`config.mk`:
```
export PLATFORM = sky130hd
export DESIGN_NAME = fp_wb_merge
export DESIGN_NICKNAME = d
export VERILOG_FILES = /design/src/rtl/fpwb_pkg.sv /design/src/rtl/fpwb_region.sv /design/src/rtl/fpwb_merge.sv /design/src/rtl/fpwb_boxchk.sv /design/src/rtl/fp_wb_merge.sv
export SDC_FILE = /design/constraint.sdc
export NUM_CORES = 1
export LEC_CHECK = 0
export BUFFER_PORTS_ARGS = -buffer_cell sky130_fd_sc_hd__buf_2
export CORE_AREA = 2 2 265 267
export DETAILED_ROUTE_END_ITERATION = 8
export DIE_AREA = 0 0 267 269
export PLACE_DENSITY = 0.39
export SKIP_CTS_REPAIR_TIMING = 1
export SYNTH_ARGS = -nofsm -noshare
export SYNTH_HDL_FRONTEND = slang
export SYNTH_HIERARCHICAL = 1
export SYNTH_SLANG_ARGS = --single-unit
```
`constraint.sdc`:
```
create_clock -name clk -period 8.45 [get_ports clk]
set_clock_uncertainty 0.2 [all_clocks]
set_input_delay 1.2675 -clock clk [delete_from_list [all_inputs] [get_ports clk]]
set_output_delay 1.2675 -clock clk [all_outputs]
set_load 0.01 [all_outputs]
```
`src/rtl/fpwb_pkg.sv`:
```
package fpwb_pkg;

  typedef enum logic [1:0] {
    FMT_S   = 2'b00,
    FMT_D   = 2'b01,
    FMT_Q   = 2'b10,
    FMT_RSV = 2'b11
  } fmt_e;

  typedef enum logic [1:0] {
    EW_DEF = 2'b00,
    EW_8   = 2'b01,
    EW_16  = 2'b10,
    EW_32  = 2'b11
  } ew_e;

  localparam logic [31:0] CNAN_S = 32'h7FC0_0000;
  localparam logic [63:0] CNAN_D = 64'h7FF8_0000_0000_0000;

  // Active width in bits implied by a nominal format.
  function automatic logic [8:0] fmt_width(fmt_e f);
    case (f)
      FMT_S:   fmt_width = 9'd32;
      FMT_D:   fmt_width = 9'd64;
      default: fmt_width = 9'd128;
    endcase
  endfunction

endpackage

```
`src/rtl/fpwb_region.sv`:
```
module fpwb_region
  import fpwb_pkg::*;
#(
  parameter int unsigned FLEN   = 128,
  parameter int unsigned NBYTES = FLEN / 8,
  parameter int unsigned CNT_W  = $clog2(NBYTES) + 1
) (
  input  fmt_e              fmt,
  input  ew_e               ew,
  input  logic              is_vec,
  output logic              box_upper,
  output logic [NBYTES-1:0] byte_en,
  output logic [FLEN-1:0]   act_mask,
  output logic [CNT_W-1:0]  elems
);

  logic [8:0]        w_bits;
  logic [NBYTES-1:0] act_b;

  assign w_bits    = fmt_width(fmt);
  // Boxing applies only to a default-width scalar register.
  assign box_upper = (ew == EW_DEF) && !is_vec;

  for (genvar b = 0; b < NBYTES; b++) begin : g_byte
    assign act_b[b] = ((32'(b) * 32'd8) < {23'd0, w_bits});
    assign act_mask[b*8 +: 8] = {8{act_b[b]}};
  end

  assign byte_en = box_upper ? {NBYTES{1'b1}} : act_b;

  always_comb begin
    case (ew)
      EW_8:    elems = CNT_W'(w_bits >> 3);
      EW_16:   elems = CNT_W'(w_bits >> 4);
      EW_32:   elems = CNT_W'(w_bits >> 5);
      default: elems = CNT_W'(1);
    endcase
  end

endmodule

```
`src/rtl/fpwb_merge.sv`:
```
module fpwb_merge #(
  parameter int unsigned FLEN = 128
) (
  input  logic [FLEN-1:0] res,
  input  logic [FLEN-1:0] prev,
  input  logic [FLEN-1:0] act_mask,
  input  logic            box_upper,
  output logic [FLEN-1:0] merged
);

  logic [FLEN-1:0] upper_src;

  assign upper_src = box_upper ? {FLEN{1'b1}} : prev;
  assign merged    = (res & act_mask) | (upper_src & ~act_mask);

endmodule

```
`src/rtl/fpwb_boxchk.sv`:
```
module fpwb_boxchk
  import fpwb_pkg::*;
#(
  parameter int unsigned FLEN = 128
) (
  input  logic [FLEN-1:0] src,
  input  fmt_e            fmt,
  input  ew_e             ew,
  input  logic            is_vec,
  output logic [FLEN-1:0] out,
  output logic            ok
);

  logic scalar;
  assign scalar = (ew == EW_DEF) && !is_vec;

  always_comb begin
    ok  = 1'b1;
    out = src;
    if (scalar && fmt == FMT_S) begin
      ok = &src[FLEN-1:32];
      if (!ok) out = {{(FLEN-32){1'b1}}, CNAN_S};
    end else if (scalar && fmt == FMT_D) begin
      ok = &src[FLEN-1:64];
      if (!ok) out = {{(FLEN-64){1'b1}}, CNAN_D};
    end
  end

endmodule

```
`src/rtl/fp_wb_merge.sv`:
```
module fp_wb_merge
  import fpwb_pkg::*;
#(
  parameter int unsigned FLEN       = 128,
  parameter bit          REGISTERED = 1'b1,
  localparam int unsigned NBYTES    = FLEN / 8,
  localparam int unsigned CNT_W     = $clog2(NBYTES) + 1
) (
  input  logic              clk,
  input  logic              rst,
  input  logic [1:0]        op_fmt,
  input  logic [1:0]        elw_sel,
  input  logic              is_vec,
  input  logic [FLEN-1:0]   res_bits,
  input  logic [FLEN-1:0]   prev_bits,
  input  logic [FLEN-1:0]   src_bits,
  input  logic [1:0]        src_fmt,
  input  logic [1:0]        src_elw,
  input  logic              src_vec,
  output logic [FLEN-1:0]   wb_data,
  output logic [NBYTES-1:0] wb_byte_en,
  output logic [CNT_W-1:0]  wb_elems,
  output logic [FLEN-1:0]   src_data,
  output logic              src_boxed
);

  logic              box_upper;
  logic [FLEN-1:0]   act_mask;
  logic [NBYTES-1:0] n_byte_en;
  logic [CNT_W-1:0]  n_elems;
  logic [FLEN-1:0]   n_data;
  logic [FLEN-1:0]   n_src;
  logic              n_ok;

  fpwb_region #(.FLEN(FLEN), .NBYTES(NBYTES), .CNT_W(CNT_W)) u_region (
    .fmt      (fmt_e'(op_fmt)),
    .ew       (ew_e'(elw_sel)),
    .is_vec   (is_vec),
    .box_upper(box_upper),
    .byte_en  (n_byte_en),
    .act_mask (act_mask),
    .elems    (n_elems)
  );

  fpwb_merge #(.FLEN(FLEN)) u_merge (
    .res      (res_bits),
    .prev     (prev_bits),
    .act_mask (act_mask),
    .box_upper(box_upper),
    .merged   (n_data)
  );

  fpwb_boxchk #(.FLEN(FLEN)) u_boxchk (
    .src   (src_bits),
    .fmt   (fmt_e'(src_fmt)),
    .ew    (ew_e'(src_elw)),
    .is_vec(src_vec),
    .out   (n_src),
    .ok    (n_ok)
  );

  if (REGISTERED) begin : g_reg
    always_ff @(posedge clk) begin
      if (rst) begin
        wb_data    <= '0;
        wb_byte_en <= '0;
        wb_elems   <= '0;
        src_data   <= '0;
        src_boxed  <= 1'b0;
      end else begin
        wb_data    <= n_data;
        wb_byte_en <= n_byte_en;
        wb_elems   <= n_elems;
        src_data   <= n_src;
        src_boxed  <= n_ok;
      end
    end
  end else begin : g_comb
    assign wb_data    = n_data;
    assign wb_byte_en = n_byte_en;
    assign wb_elems   = n_elems;
    assign src_data   = n_src;
    assign src_boxed  = n_ok;
  end

endmodule

```
# [Yosys cells after proc, flatten, opt, wreduce, memory -nomap -nowiden]
# Index checks and enable logic that the tools add are counted.
[word_totals] in_bits=396 output_inout_bits=278 word_cells=52 regBits=278
[op_classes] reduce_logical=12 mux=10 n_eq_ne=5 n_lt_le_gt_ge=16 bitwise=4
[op_table] operator="128-bit two-way mux" count=5
[op_table] operator="128-bit AND" count=2
[op_table] operator="128-bit NOT" count=1
[op_table] operator="128-bit OR" count=1
[op_table] operator="96-bit AND reduction" count=1
[op_table] operator="7-bit by 8-bit < comparator with 1-bit output, first input constant" count=8
[op_table] operator="64-bit AND reduction" count=1
[op_table] operator="6-bit by 8-bit < comparator with 1-bit output, first input constant" count=4
[op_table] operator="5-bit by 8-bit < comparator with 1-bit output, first input constant" count=2
[op_table] operator="16-bit two-way mux" count=1
[op_table] operator="8-bit one-hot mux with 2 select lines" count=1
[op_table] operator="5-bit one-hot mux with 3 select lines" count=1
[op_table] operator="2-bit zero test" count=4
[op_table] operator="1-bit by 8-bit < comparator with 1-bit output, first input constant" count=1
[op_table] operator="4-bit by 8-bit < comparator with 1-bit output, first input constant" count=1
[op_table] operator="2-bit by 1-bit equality test with 1-bit output, second input constant" count=3
[op_table] operator="2-bit equality test, second input constant" count=2
[op_table] operator="1-bit logical AND" count=4
[op_table] operator="1-bit zero test" count=2
[op_table] operator="1-bit two-way mux" count=2

# [Logic depth before layout (Yosys ltp)]
# Gate-level depths: netlist of the first run.
[depth] depth_word=6 ltp_mapped=8 depth_no_buf=6

# [Modules after synthesis]
# The synthesis of the first run kept the hierarchy.
[by_module_without_submodules] module="fp_wb_merge" instances=1 cells_each=587 area_each_um2=7893.8
[by_module_without_submodules] module="fpwb_merge" instances=1 cells_each=398 area_each_um2=1759.2
[by_module_without_submodules] module="fpwb_boxchk" instances=1 cells_each=222 area_each_um2=1446.4
[by_module_without_submodules] module="fpwb_region" instances=1 cells_each=161 area_each_um2=1197.4

# [Worst setup path after synthesis of the first run]
# OpenSTA, ideal clock, no wires.
[synth_path] path_type="input-to-reg" startpoint="input port op_fmt[1]" endpoint="register wb_data[1]" slack_ps=4810 path_stages=6 path_buffers=1 arrival_time_ps=3326 setup_ps=114 path_cell_list="or2_1 ha_1 nand2b_1 buf_4 o21ai_0 nor2b_2"
[synth_between] elab_chain_len=6 word_cells_on_any_way=8 classes_between="1 x order compare; 1 x eq/ne; 1 x mux; 4 x bitwise; 1 x reduce/logical"
[synth_lines] element="start: declaration" line_no="fp_wb_merge.sv:11" text="input logic [1:0] op_fmt,"
[synth_lines] element="2-bit by 1-bit equality test with 1-bit output or 2-bit zero test (tied branches)" line_no="fpwb_pkg.sv:22" text="case (f)"
[synth_lines] element="8-bit one-hot mux with 2 select lines (*)" line_no="fpwb_pkg.sv:22"
[synth_lines] element="1-bit by 8-bit < comparator with 1-bit output (*)" line_no="fpwb_region.sv:25" text="assign act_b[b] = ((32'(b) * 32'd8) < {23'd0, w_bits});"
[synth_lines] element="named net act_mask[0]" line_no="fp_wb_merge.sv:28" text="logic [FLEN-1:0] act_mask;"
[synth_lines] element="128-bit NOT" line_no="fpwb_merge.sv:14" text="assign merged = (res & act_mask) | (upper_src & ~act_mask);"
[synth_lines] element="128-bit AND" line_no="fpwb_merge.sv:14"
[synth_lines] element="128-bit OR (*)" line_no="fpwb_merge.sv:14"
[synth_lines] element="named net n_data[1]" line_no="fp_wb_merge.sv:31" text="logic [FLEN-1:0] n_data;"
[synth_lines] element="end signal: assignment" line_no="fp_wb_merge.sv:71" text="wb_data <= n_data;"
[synth_lines] element="end: declaration" line_no="fp_wb_merge.sv:20" text="output logic [FLEN-1:0] wb_data,"
# Mark *: on every way through the listed nets, which the timed path passes. The rest lies on a longest branch.
# A chain may end at the register's enable or synchronous reset.

# [Worst setup path after layout of the first run]
[layout_path] startpoint="input port src_bits[119]" endpoint="register src_data[120]"
[layout_between] elab_chain_len=4 word_cells_on_any_way=6 classes_between="4 x mux; 2 x reduce/logical"
[layout_lines] element="start: declaration" line_no="fp_wb_merge.sv:16" text="input logic [FLEN-1:0] src_bits,"
[layout_lines] element="64-bit AND reduction" line_no="fpwb_boxchk.sv:24" text="ok = &src[FLEN-1:64];"
[layout_lines] element="128-bit two-way mux" line_no="fpwb_boxchk.sv:25" text="if (!ok) out = {{(FLEN-64){1'b1}}, CNAN_D};"
[layout_lines] element="128-bit two-way mux" line_no="fpwb_boxchk.sv:23" text="end else if (scalar && fmt == FMT_D) begin"
[layout_lines] element="128-bit two-way mux (*)" line_no="fpwb_boxchk.sv:20" text="if (scalar && fmt == FMT_S) begin"
[layout_lines] element="named net n_src[120]" line_no="fp_wb_merge.sv:32" text="logic [FLEN-1:0] n_src;"
[layout_lines] element="end signal: assignment" line_no="fp_wb_merge.sv:74" text="src_data <= n_src;"
[layout_lines] element="end: declaration" line_no="fp_wb_merge.sv:23" text="output logic [FLEN-1:0] src_data,"
# Marks and branches as above.

==> results.md, run 1 <==
- WL/cell: 15.3 um
- Max cap viols: 0
- Final Hold Viols: 0
- Area grow syn2layout: 34.1%
- Remaining design rule violation count: 0
- Async set-reset flop share out of synthesis: 0
- XOR/XNOR share of the synthesized area: 0.000712
- Setup violators final: 0
- Num ports: 674
- Global-route wire length before repair: approximately 62 mm
- Std cell rows: 97
- Clock transition at the registers of the reported paths: ~0.06 ns
- Hold Crit Class: input port to register
- Chip height: approximately 270 um
- Worst EP arrival: 4.40 ns
- Share of layout cells above drive strength 1: 0.449
- Die width: 267 um
- Synth Area in Simple Gates: 0.330
- Yosys reg bits: 278
- FMAX: approximately 240 MHz
- Routed via count: roughly 11000
- CTS tree: yes
- Synth Area in Compound Gates: 0.0782
- Leakage: about 8 nW
- WL final: about 44 mm
- RSZ-0062 raised after global routing: no
- Clock Root Buffer: clkbuf_16
- Combinational family with the most area after synthesis: simple AND/OR/NAND/NOR gates
- Grt total ovfl: 0
- Final period util: 0.497
- Synth top area cells: dfxtp_1, nor2b_1, buf_4
- Port buffer count: approximately 670
- Post-synthesis mux area share: 0
- Kind of critical path: input port to register
- Worst slack at placement: 3.59 ns
- Yosys cell types: 39
- Placer Congestion: ~0.83
- CP Max Fanout: 77
- Run status: finished, final reports clean
- Clock sink count: 278
- Post-route setup TNS: 0 ns
- Clock Tree Buf Depth: 3
- Rel. slew slack: 0.359
- Top cell type's share of synthesized area: 0.453
- Post-synthesis sequential area ratio: 0.453
- Met3 WL: 4.80 mm
- Core footprint: slightly below 70000 um2
- Initial antenna violation count: 9
- Avg Inst Size Synth: 8.99 um2
- Met2 wire length: between 20 and 25 mm
- H-tree levels: 2
- Period minus WS final: 4.20 ns
- Crit path required time: approximately 8.6 ns
- Top layer reached by signal wires: met5
- Worst Max-Slew Pin Slew: 0.953 ns
- Max Transition Viols Final: 0
- Num CTS Buffers: 36
- Worst VDD drop: around 0.12 mV
- Post-Synthesis Cells: 1368
- Pre-antenna DRT Iters: 4
- P per Cell Area: 209 nW/um2
- Adder-Cell Fraction of Synth Area: 0.00204
- EDFF count, synth: 0
- Critical Path Start Type: input port
- Area of the die: 71800 um2
- Largest net degree at the start of global routing: 120
- Number of vias per cell: between 3 and 4
- 1st-iter DRT viols: 441
- Synth Cell Area: 12300 um2
- Final WS setup: 4.25 ns
- Post-DP HPWL: 33.6 mm
- Number of global-route vias before repair: between 10000 and 15000
- Final net count: 2288
- Most common cell in the netlist: dfxtp_1
- Setup crit end kind: register
- Syn_nets: 1766
- Starting Density: 0.177
- DRT antenna net count: 0
- YS warnings: 6
- Yosys top cell by area: dfxtp_1
- Gr usage total: 0.113
- DRT met1 WL: 16.2 mm
- Main flop type after synthesis: dfxtp_1
- Top cells by count, synth: dfxtp_1, nor2b_1, buf_4
-- layout by cell type, fill, tap and decap left out, drive strengths merged, types with 11 or more instances in the layout --
master  synthesis  routed
clkbuf          5      56
buf           193     682
inv            12      15
nor2          129     129
nand2b         82      82
a21o           20      20
dfxtp         278     278
nor4           11      11
nand2         133     133
nand4          40      40
and2           23      23
nor2b         278     278
o21ai         140     140
-- flip-flops by register name (all words and copies together), names as in the netlist --
register    count
src_boxed       1
src_data      128
wb_elems        5
wb_byte_en     16
wb_data       128
-- logic make-up (layout without fill, tap and decap cells) --
| kind of cell | after synthesis | count (layout) |
|---|---|---|
| xor+xnor | 1 | 1 |
| fa+ha+maj | 2 | 2 |
| compound gates | 173 | 173 |
| other cells | 0 | 4 |
| simple gates | 704 | 704 |
| buf+inv | 210 | 759 |
| flops | 278 | 278 |
-- power by group --
group / switching, W / internal [W]
combinational: 0.000278 / 0.000245
sequential: 0.0000237 / 0.00140
clock: 0.000595 / 0.000909
-- critical path, cell delays in order --
cell and delay (ns):
buf_2 0.10, nand4_1 0.13, nor4_1 0.67, nand4_1 0.49, o21ai_4 0.65, buf_4 0.70, nand2b_1 0.12, nor2b_1 0.16
-- stage by stage --
| step | hold WS (ns) | instances | power, W | util | area (um2) |
|---|---|---|---|---|---|
| after floorplan | 1.25 | 1368 | 0.00180 | - | 12300 |
| after global placement | 1.37 | 2792 | 0.00199 | 0.221 | 15300 |
| after detailed placement | 1.39 | 2792 | 0.00199 | 0.221 | 15300 |
| after CTS | 0.786 | 2857 | 0.00354 | 0.238 | 16500 |
| after global routing | 0.819 | 2859 | 0.00365 | 0.238 | 16500 |
| final | 0.836 | 2861 | 0.00345 | 0.238 | 16500 |
-- path summary, 6_finish.rpt --
check | from | depth (start not counted) | end | slack [ns]
min | src_bits[13] | 3 | src_data[13] | 0.84
max | src_bits[119] | 8 | src_data[120] | 4.25
-- per-layer routing --
layer  up-vias  track usage
met5         -            0
met4        10       0.0369
met3        70       0.0524
met2       468        0.203
met1      4742        0.117
li1       5294            -
-- final cells by class --
type,instances,area (um2)
inverter,12,47.5
clock buffer,56,1080
tap,940,1180
timing repair buffer,682,3460
fill,7749,52800
sequential,278,5570
antenna,4,10.0
multi-input combinational,880,5070
clock inverter,9,83.8
Power figures use the tool's default switching activity.
==> inputs of run 2 (changes only) <==
Settings changed: CORE_AREA 2 2 265 267 to 2 2 261 263, DIE_AREA 0 0 267 269 to 0 0 263 265, PLACE_DENSITY 0.39 to 0.4.
Clock period 8.45 ns to 4.1 ns, I/O delays scaled along.
==> run 2 against run 1 <==
Count of clock-buffer cells in the layout down 4. First-iteration DRC count is 9.1% lower. Clock power increased by 120%. Cell count fell by 1.7%. Flip-flop and latch count unchanged. Non-clock buffer count is 16 higher. Highest routed layer unchanged. Sequential power grew 110%. Combinational power rose by 110%.
==> results.md, run 2 (synthesis gave the netlist of run 1 again) <==
- Run status: finished, final reports clean
- Grt total ovfl: 0
- 1st-iter DRT viols: between 400 and 500
- Chip height: around 270 um
- Number of global-route vias before repair: 11080
- P per Cell Area: 443 nW/um2
- Placed cell area: 15400 um2
- Starting Density: 0.184
- Final net count: 2304
- Global-route wire length before repair: 66.2 mm
- Gr usage total: 0.124
- Pre-antenna DRT Iters: 5
- Leakage: about 8.2 nW
- RSZ-0062 raised after global routing: no
- Most frequent cells in the layout: buf_2, dfxtp_1, nor2b_1
- Non-Filler Instances: 2811
- Num ports: 674
- Worst Hold Depth: 3
- Placed cell count: 2741
- Initial antenna violation count: 12
- Clock sink count: roughly 280
- Worst VDD drop: approximately 0.26 mV
- Clock Tree Buf Depth: 3
- Fill count: 7392
- Worst EP arrival: 3.07 ns
- Die width: 263 um
- Largest net degree at the start of global routing: ~110
- Final period util: 0.703
- Post-DP HPWL: 35.4 mm
- Setup violators final: 0
- CTS tree: yes
- Hold Crit Class: input port to register
- Critical Path Start Type: input port
- Setup crit end kind: register
- Area grow syn2layout: 35.6%
- Biggest regs: src_data: 128 flops, wb_data: 128 flops, wb_byte_en: 16 flops
- Clock transition at the registers of the reported paths: 0.05 ns
- Rel. slew slack: 0.454
- Final Hold Viols: 0
- Core Util, Final: 0.250
- Share of layout cells above drive strength 1: 0.456
- Remaining design rule violation count: 0
- CP Max Fanout: 38
- Std cell rows: 95
- Kind of critical path: input port to register
- Core footprint: 66800 um2
- Port buffer count: just under 700
- Number of vias per cell: between 3 and 4
- Most common cell after layout, fill and taps aside: buf_2
- DRT antenna net count: 0
- WL final: 45.3 mm
- Final std cell area, no fill: between 15000 and 20000 um2
- Routed via count: 10769
- Clock Root Buffer: clkbuf_16
- FMAX: 347 MHz
- Worst Max-Slew Pin Slew: 0.812 ns
- Period minus WS final: 2.88 ns
- WL/cell: 16.1 um
- H-tree levels: 2
- Final Power: approximately 0.0074 W
- Max cap viols: 0
- Area of the die: 69700 um2
- Post-route setup TNS: 0 ns
- Crit path required time: 4.29 ns
- Num CTS Buffers: 36
- Placer Congestion: 0.920
- Max Transition Viols Final: 0
-- run 2: cell count changes in the layout (fill, tap and decap cells not counted), sizes merged --
| cell | change |
|---|---|
| clkbuf | -4 |
| clkinv | +3 |
| bufinv | +3 |
| clkinvlp | -1 |
| buf | +16 |
| diode | +1 |
| inv | -1 |
-- run 2: per-layer routing --
| layer | vias to the layer above | share of wire | global-route usage |
|---|---|---|---|
| met5 | - | 0.0023 | 0 |
| met3 | 87 | 0.11 | 0.0582 |
| li1 | 5324 | - | - |
| met4 | 14 | 0.031 | 0.0471 |
| met2 | 489 | 0.49 | 0.219 |
| met1 | 4855 | 0.36 | 0.126 |
-- run 2: report_power, final --
part / leakage, nW / total [W] / switching, W / internal, W
Clock: 0.627 / 0.00334 / 0.00126 / 0.00208
Sequential: 2.32 / 0.00294 / 0.0000481 / 0.00289
Combinational: 5.24 / 0.00110 / 0.000587 / 0.000516
-- run 2: final cells by class --
cell class / instances / area, um2 / area share
Tap cell: 873 / 1090 / 0.0655
Timing Repair Buffer: 698 / 3640 / 0.218
Antenna cell: 5 / 12.5 / 0.000750
Inverter: 12 / 47.5 / 0.00285
Sequential cell: 278 / 5570 / 0.334
Clock buffer: 52 / 1080 / 0.0649
Clock inverter: 13 / 173 / 0.0104
Multi-Input combinational cell: 880 / 5060 / 0.304
-- run 2: path summary, 6_finish.rpt --
path                     startpoint       endpoint  slack, ns
worst max-delay path  src_bits[112]  src_data[116]       1.22
worst min-delay path   src_bits[20]   src_data[20]       0.18
-- run 2: worst max-delay path, stage by stage --
cell and delay [ns]:
buf_2 0.11, nand4_1 0.13, nor4_1 0.75, nand4_1 0.29, buf_4 0.24, o21ai_4 0.29
buf_12 0.20, buf_12 0.20, nand2b_1 0.08, nor2b_1 0.13
-- run 2: stage by stage --
step	hold slack (ns)	setup WS, ns
4_1_cts	0.138	1.22
6_report	0.183	1.22
3_3_place_gp	0.722	0.655
5_1_grt	0.171	1.19
3_5_place_dp	0.730	0.640
2_1_floorplan	0.599	1.11
